[src/rtl/cfgp_pkg.sv]
package cfgp_pkg;
  localparam int unsigned ADDR_W    = 16;
  localparam int unsigned DATA_W    = 32;
  localparam int unsigned REG_W     = 8;
  localparam logic [15:0] IDX_PORT  = 16'h0022;
  localparam logic [15:0] DAT_PORT  = 16'h0023;
  localparam logic [7:0]  LO_BASE   = 8'hC0;
  localparam int unsigned LO_CNT    = 16;
  localparam logic [7:0]  HI_BASE   = 8'hFE;
  localparam int unsigned HI_CNT    = 2;
  localparam logic [15:0] TRAP_BASE = 16'h03B0;
  localparam int unsigned TRAP_SPAN = 16;
  localparam int unsigned TRAP_NSUB = 3;

  localparam logic [1:0] SZ_BYTE  = 2'd0;
  localparam logic [1:0] SZ_WORD  = 2'd1;
  localparam logic [1:0] SZ_DWORD = 2'd2;

  function automatic logic idx_ok(input logic [7:0] idx);
    logic [8:0] v;
    v = {1'b0, idx};
    return ((v >= 9'(LO_BASE)) && (v < 9'(LO_BASE) + 9'(LO_CNT))) ||
           ((v >= 9'(HI_BASE)) && (v < 9'(HI_BASE) + 9'(HI_CNT)));
  endfunction
endpackage

[src/rtl/cfgp_decode.sv]
module cfgp_decode #(
  parameter int unsigned ADDR_W   = 16,
  parameter logic [ADDR_W-1:0] IDX_ADDR = 16'h0022,
  parameter logic [ADDR_W-1:0] DAT_ADDR = 16'h0023,
  parameter logic [7:0]  LO_BASE  = 8'hC0,
  parameter int unsigned LO_CNT   = 16,
  parameter logic [7:0]  HI_BASE  = 8'hFE,
  parameter int unsigned HI_CNT   = 2,
  localparam int unsigned NREG    = LO_CNT + HI_CNT,
  localparam int unsigned SLOT_W  = $clog2(NREG)
) (
  input  logic              valid_i,
  input  logic              write_i,
  input  logic [ADDR_W-1:0] addr_i,
  input  logic [1:0]        size_i,
  input  logic [7:0]        idx_i,
  input  logic              armed_i,
  output logic              arm_set_o,
  output logic [SLOT_W-1:0] slot_o,
  output logic              reg_we_o,
  output logic              reg_re_o,
  output logic              go_int_o,
  output logic              go_ext_o
);
  logic [8:0] idx9;
  logic       lo_hit, hi_hit, is_byte, dat_acc;

  assign idx9    = {1'b0, idx_i};
  assign lo_hit  = (idx9 >= 9'(LO_BASE)) && (idx9 < 9'(LO_BASE) + 9'(LO_CNT));
  assign hi_hit  = (idx9 >= 9'(HI_BASE)) && (idx9 < 9'(HI_BASE) + 9'(HI_CNT));
  assign is_byte = (size_i == 2'd0);

  // low block first, high block packed after it
  assign slot_o = lo_hit ? SLOT_W'(idx9 - 9'(LO_BASE))
                         : SLOT_W'(idx9 - 9'(HI_BASE) + 9'(LO_CNT));

  assign arm_set_o = valid_i && write_i && is_byte && (addr_i == IDX_ADDR) && (lo_hit || hi_hit);
  assign dat_acc   = valid_i && is_byte && (addr_i == DAT_ADDR) && armed_i;
  assign reg_we_o  = dat_acc && write_i;
  assign reg_re_o  = dat_acc && !write_i;
  assign go_int_o  = arm_set_o || dat_acc;
  assign go_ext_o  = valid_i && !go_int_o;
endmodule

[src/rtl/cfgp_regfile.sv]
module cfgp_regfile #(
  parameter int unsigned NREG   = 18,
  parameter int unsigned REG_W  = 8,
  localparam int unsigned SLOT_W = $clog2(NREG)
) (
  input  logic              clk_i,
  input  logic              rst_ni,
  input  logic              we_i,
  input  logic [SLOT_W-1:0] slot_i,
  input  logic [REG_W-1:0]  wdata_i,
  output logic [REG_W-1:0]  rdata_o
);
  logic [REG_W-1:0] ent_q [NREG];

  for (genvar g = 0; g < NREG; g++) begin : g_ent
    always_ff @(posedge clk_i or negedge rst_ni) begin
      if (!rst_ni)                                   ent_q[g] <= '0;
      else if (we_i && (slot_i == SLOT_W'(g)))       ent_q[g] <= wdata_i;
    end
  end

  always_comb begin
    rdata_o = '0;
    for (int i = 0; i < NREG; i++) begin
      if (slot_i == SLOT_W'(i)) rdata_o = ent_q[i];
    end
  end
endmodule

[src/rtl/cfgp_trap.sv]
module cfgp_trap #(
  parameter int unsigned ADDR_W    = 16,
  parameter logic [ADDR_W-1:0] TRAP_BASE = 16'h03B0,
  parameter int unsigned TRAP_SPAN = 16,
  parameter int unsigned TRAP_NSUB = 3
) (
  input  logic                 valid_i,
  input  logic [ADDR_W-1:0]    addr_i,
  input  logic [TRAP_NSUB-1:0] en_i,
  output logic                 hit_o
);
  logic [TRAP_NSUB-1:0] sub_hit;

  for (genvar g = 0; g < TRAP_NSUB; g++) begin : g_sub
    localparam logic [ADDR_W:0] LO = (ADDR_W+1)'(TRAP_BASE) + (ADDR_W+1)'(g * TRAP_SPAN);
    localparam logic [ADDR_W:0] HI = LO + (ADDR_W+1)'(TRAP_SPAN);
    assign sub_hit[g] = en_i[g] && ({1'b0, addr_i} >= LO) && ({1'b0, addr_i} < HI);
  end

  assign hit_o = valid_i && (|sub_hit);
endmodule

[src/rtl/cfg_port_decoder.sv]
module cfg_port_decoder import cfgp_pkg::*; #(
  parameter int unsigned ADDR_W    = cfgp_pkg::ADDR_W,
  parameter int unsigned DATA_W    = cfgp_pkg::DATA_W,
  parameter int unsigned REG_W     = cfgp_pkg::REG_W,
  parameter logic [ADDR_W-1:0] IDX_ADDR = ADDR_W'(IDX_PORT),
  parameter logic [ADDR_W-1:0] DAT_ADDR = ADDR_W'(DAT_PORT),
  parameter logic [7:0]  IDX_LO    = LO_BASE,
  parameter int unsigned IDX_LO_N  = LO_CNT,
  parameter logic [7:0]  IDX_HI    = HI_BASE,
  parameter int unsigned IDX_HI_N  = HI_CNT,
  parameter logic [ADDR_W-1:0] TRAP_ADDR = ADDR_W'(TRAP_BASE),
  parameter int unsigned TRAP_W    = TRAP_SPAN,
  parameter int unsigned TRAP_N    = TRAP_NSUB
) (
  input  logic              clk_i,
  input  logic              rst_ni,
  input  logic              io_valid_i,
  input  logic              io_write_i,
  input  logic [ADDR_W-1:0] io_addr_i,
  input  logic [1:0]        io_size_i,
  input  logic [DATA_W-1:0] io_wdata_i,
  input  logic [TRAP_N-1:0] trap_en_i,
  output logic              resp_valid_o,
  output logic              int_hit_o,
  output logic              ext_cycle_o,
  output logic              smi_req_o,
  output logic [DATA_W-1:0] io_rdata_o
);
  localparam int unsigned NREG   = IDX_LO_N + IDX_HI_N;
  localparam int unsigned SLOT_W = $clog2(NREG);

  logic              armed_q;
  logic [SLOT_W-1:0] slot_q, dec_slot;
  logic              arm_set, reg_we, reg_re, go_int, go_ext, trap_hit;
  logic [REG_W-1:0]  rd_byte;
  logic              unused_wdata;

  assign unused_wdata = ^io_wdata_i[DATA_W-1:REG_W];

  cfgp_decode #(
    .ADDR_W(ADDR_W), .IDX_ADDR(IDX_ADDR), .DAT_ADDR(DAT_ADDR),
    .LO_BASE(IDX_LO), .LO_CNT(IDX_LO_N), .HI_BASE(IDX_HI), .HI_CNT(IDX_HI_N)
  ) u_dec (
    .valid_i  (io_valid_i),
    .write_i  (io_write_i),
    .addr_i   (io_addr_i),
    .size_i   (io_size_i),
    .idx_i    (io_wdata_i[7:0]),
    .armed_i  (armed_q),
    .arm_set_o(arm_set),
    .slot_o   (dec_slot),
    .reg_we_o (reg_we),
    .reg_re_o (reg_re),
    .go_int_o (go_int),
    .go_ext_o (go_ext)
  );

  cfgp_regfile #(.NREG(NREG), .REG_W(REG_W)) u_rf (
    .clk_i  (clk_i),
    .rst_ni (rst_ni),
    .we_i   (reg_we),
    .slot_i (slot_q),
    .wdata_i(io_wdata_i[REG_W-1:0]),
    .rdata_o(rd_byte)
  );

  cfgp_trap #(
    .ADDR_W(ADDR_W), .TRAP_BASE(TRAP_ADDR), .TRAP_SPAN(TRAP_W), .TRAP_NSUB(TRAP_N)
  ) u_trap (
    .valid_i(io_valid_i),
    .addr_i (io_addr_i),
    .en_i   (trap_en_i),
    .hit_o  (trap_hit)
  );

  // index latch: set by a valid index write, cleared by any other access
  always_ff @(posedge clk_i or negedge rst_ni) begin
    if (!rst_ni) begin
      armed_q <= 1'b0;
      slot_q  <= '0;
    end else if (io_valid_i) begin
      armed_q <= arm_set;
      if (arm_set) slot_q <= dec_slot;
    end
  end

  always_ff @(posedge clk_i or negedge rst_ni) begin
    if (!rst_ni) begin
      resp_valid_o <= 1'b0;
      int_hit_o    <= 1'b0;
      ext_cycle_o  <= 1'b0;
      smi_req_o    <= 1'b0;
      io_rdata_o   <= '0;
    end else begin
      resp_valid_o <= io_valid_i;
      int_hit_o    <= go_int;
      ext_cycle_o  <= go_ext;
      smi_req_o    <= trap_hit;
      io_rdata_o   <= reg_re ? DATA_W'(rd_byte) : '0;
    end
  end
endmodule

[config.mk]
export PLATFORM = sky130hd
export DESIGN_NAME = cfg_port_decoder
export DESIGN_NICKNAME = d
export VERILOG_FILES = /design/src/rtl/cfgp_pkg.sv /design/src/rtl/cfgp_decode.sv /design/src/rtl/cfgp_regfile.sv /design/src/rtl/cfgp_trap.sv /design/src/rtl/cfg_port_decoder.sv
export SDC_FILE = /design/constraint.sdc
export NUM_CORES = 1
export LEC_CHECK = 0
export ABC_AREA = 1
export BUFFER_PORTS_ARGS = -buffer_cell sky130_fd_sc_hd__buf_2
export CAP_MARGIN = 10
export CORE_UTILIZATION = 45
export DETAILED_ROUTE_END_ITERATION = 10
export PLACE_DENSITY = 0.64
export SLEW_MARGIN = 20
export SYNTH_ARGS = -nofsm -noshare
export SYNTH_HDL_FRONTEND = slang
export SYNTH_SLANG_ARGS = --single-unit
[constraint.sdc]
create_clock -name clk_i -period 2.6 [get_ports clk_i]
set_input_delay 0 -clock clk_i [delete_from_list [all_inputs] [get_ports clk_i]]
set_output_delay 0 -clock clk_i [all_outputs]
set_load 0.01 [all_outputs]
==> impl_results.md <==
* Final cycle utilization of the critical path at about nine tenths
* Initial Utilization at between 40 and 50%
* Worst Max-Slew Pin Slew at a little under 0.9 ns
* XOR/XNOR Fraction of Synth Area at less than 1%
* P_leak at about 4.3 nW
* Vias in the first global route at 5829
* Post-Synth Simple-Gate Area at 26.3%
* Cell Rows at 47
* Power density over the cells at around 610 mW/mm^2
* RSZ-0062 raised after global routing: false
* Post_cts resized at 0
* Post-synthesis average cell area at ~8.4 um^2
* Largest net degree at the start of global routing at between 70 and 80
* DRC viols at 0
* WL/cell at 15.2 um
* CTS root buf: clkbuf_16
* Synth top area share at 52.7%
* Synth Area in Compound Gates at 12.1%
* Setup bufs post-CTS at 0
* GRT overflow at 0
* Crit path time final at 2.36 ns
* Clock Path Buffers at 2
* Max IR drop VDD at 427 uV
* Inst Count DP at about 1200
* Total Nets Final at 1031
* Height of the die at roughly 130 um
* Die ar. at 0.0176 mm^2
* Mux contribution to synthesized area at 0.130%
* Asr flop ratio synth at 100%
* Seq cells post-synth at 162
* Crit-path max FO at 10
* Most common cell in the netlist: nand2_1
* Crit start category: flip-flop
* Drt total wl at 18300 um
* H-Tree Level Count at 4
* TNS Setup at 0 ns
* DRT iter0 DRCs at approximately 480
* Max Slew Vio Count at 0
* Synth cell count leaders: nand2_1 (307), dfrtp_1 (162), o21ai_0 (69), o21ai_1 (69), inv_1 (56)
* Mapped Cells at 918
* Final setup violating endpoints at 0
* Required @ worst endpoint at 2.97 ns
* Worst rel slew slack at 40.8%
* Total track usage at 22.3%
* Synth top area cells: dfrtp_1 (53%), nand2_1 (15%), o21ai_0 (4.5%)
* Fill cells at 1585
* Seq/Total Area, Yosys at 52.7%
* Area occupied by multi-input gates at 0.00308 mm^2
* Hold buffer count at CTS at 6
* ANT nets after route at 0
* CTS buffer count at 17
* Top FF cell, synth: dfrtp_1
* Area leader, netlist: dfrtp_1
* Non-Filler Instances at 1206
* Layout cells sized above 1 at 14.5%
* Pre-antenna DRT Iters at 5
* Area Overhead vs Synth at 13.3%
* Arr. time, crit path at 2.73 ns
* Largest family of logic cells by synthesized area: simple AND/OR/NAND/NOR gates
* CP Capture Type: flip-flop
* Hold violation count in the final report at 0
* Die W at 133 um
* Worst-path clk slew at 0.06 ns
* Number of antenna diodes at 0
* Status: complete, no violations
* Maximum clock rate at approximately 420 MHz
* Initial antenna violation count at 0
* CTS sink count at roughly 160
* DR vias at 6095
* Worst-Skew Late Latency at 0.42 ns
* Total Power at 5.36 mW
* Yosys cell types at 37
* Core ar. at 0.0166 mm^2
* # Max-Cap Violations at 0
* Final Skew at 0.00676 ns
* Avg Vias per Cell at between 5 and 6
* Hold Crit Class: primary input to flip-flop
* IO Pins at 93
* Number of port buffers at between 40 and 50
* First-pass GRT wire length at 30400 um
* CTS tree: done
* DP HPWL at about 12000 um
* GPL Wtd Cong at approximately 0.81
* Sequential cell area at 0.00405 mm^2
* Area of the mapped netlist at 0.00769 mm^2
* EDFF count, synth at 0
* Adder-cell share of the synthesized area at 0.163%
* Yosys warns at 0
* FF-to-FF setup slack at 0.24 ns
* Crit path kind: flip-flop to flip-flop
[sequential cells by signal (all words and copies together) (netlist names)]
register	count
u_rf.ent_q	144
io_rdata_o	8
slot_q	5
armed_q	1
ext_cycle_o	1
int_hit_o	1
resp_valid_o	1
smi_req_o	1
[worst paths after layout]
path | from | end | depth (start not counted)
max | slot_q[3] | io_rdata_o[7] | 15
min | io_wdata_i[4] | slot_q[4] | 4
max reg2reg | slot_q[3] | io_rdata_o[7] | 15
min reg2reg | u_rf.ent_q[89] | u_rf.ent_q[89] | 2
max in group asynchronous | rst_ni | u_rf.ent_q[119] | 3
min in group asynchronous | rst_ni | io_rdata_o[3] | 2
[kinds of logic after synthesis]
logic type,after synthesis
and+or+nand+nor,457
AOI/OAI and AO/OA,175
DFF,162
buffers and inverters,119
xor gates and xnor gates,2
adders and majority gates,1
other,1
muxes,1
[final cells by class]
| class | instances | share of cell area [%] |
|---|---|---|
| flip-flops and latches | 162 | 46.5 |
| multi-input cells | 660 | 35.3 |
| clock buffers | 23 | 5.37 |
| repair buffers | 70 | 5.16 |
| well taps | 220 | 3.16 |
| inverters | 62 | 2.67 |
| clock inverters | 9 | 1.77 |
[cell usage in the layout (no fill, tap or decap), drive strengths merged]
cell type / n
a211oi: 1
a41oi: 1
nor3: 3
ha: 1
nor3b: 1
a31oi: 1
nand4: 27
conb: 24
xor2: 2
clkbuf: 23
nor4b: 1
nor4: 1
bufinv: 4
clkinv: 7
a21oi: 21
or2: 22
clkinvlp: 2
dfrtp: 162
dlygate4sd3: 6
nand3: 26
nor2: 58
inv: 58
o31ai: 2
mux2i: 1
o21ai: 149
nand2: 317
buf: 64
or3: 1
[metrics by stage]
| stage | utilization [%] | setup slack (ns) | hold WS [ns] | area (um^2) |
|---|---|---|---|---|
| detailed placement | 48.3 | 0.254 | 0.0545 | 8030 |
| CTS | 52.3 | 0.212 | 0.0327 | 8710 |
| global route | 52.3 | 0.0230 | 0.0767 | 8710 |
| floorplan | - | 0.710 | -0.296 | 7770 |
| finish | 52.3 | 0.238 | 0.0460 | 8710 |
| global placement | 48.3 | 0.235 | 0.0564 | 8030 |
[layer usage]
metal,vias up,track usage (%),share of wire [%]
met5,-,0,0
met1,2926,31.1,48
li1,3034,-,-
met3,21,4.94,3.7
met4,0,6.51,1.6
met2,114,34.8,46
[worst max-delay path, cell delays in order (launching register included)]
cell     delay, ns
dfrtp_1       0.43
nor2_4        0.27
inv_1         0.21
nor2_2        0.37
nand2_1       0.10
nand3_1       0.10
nand2_1       0.10
nand4_1       0.09
nand2_1       0.08
nand4_1       0.12
nand2_1       0.10
nand3_1       0.09
nand2_1       0.07
nand4_1       0.08
nand2_1       0.06
inv_1         0.05
[power by group]
part	switching, mW	internal, mW	total, mW
logic	0.144	0.0432	0.187
clock network	0.988	1.66	2.65
registers	0.000355	2.52	2.52
(Power assumes the default switching activity.)
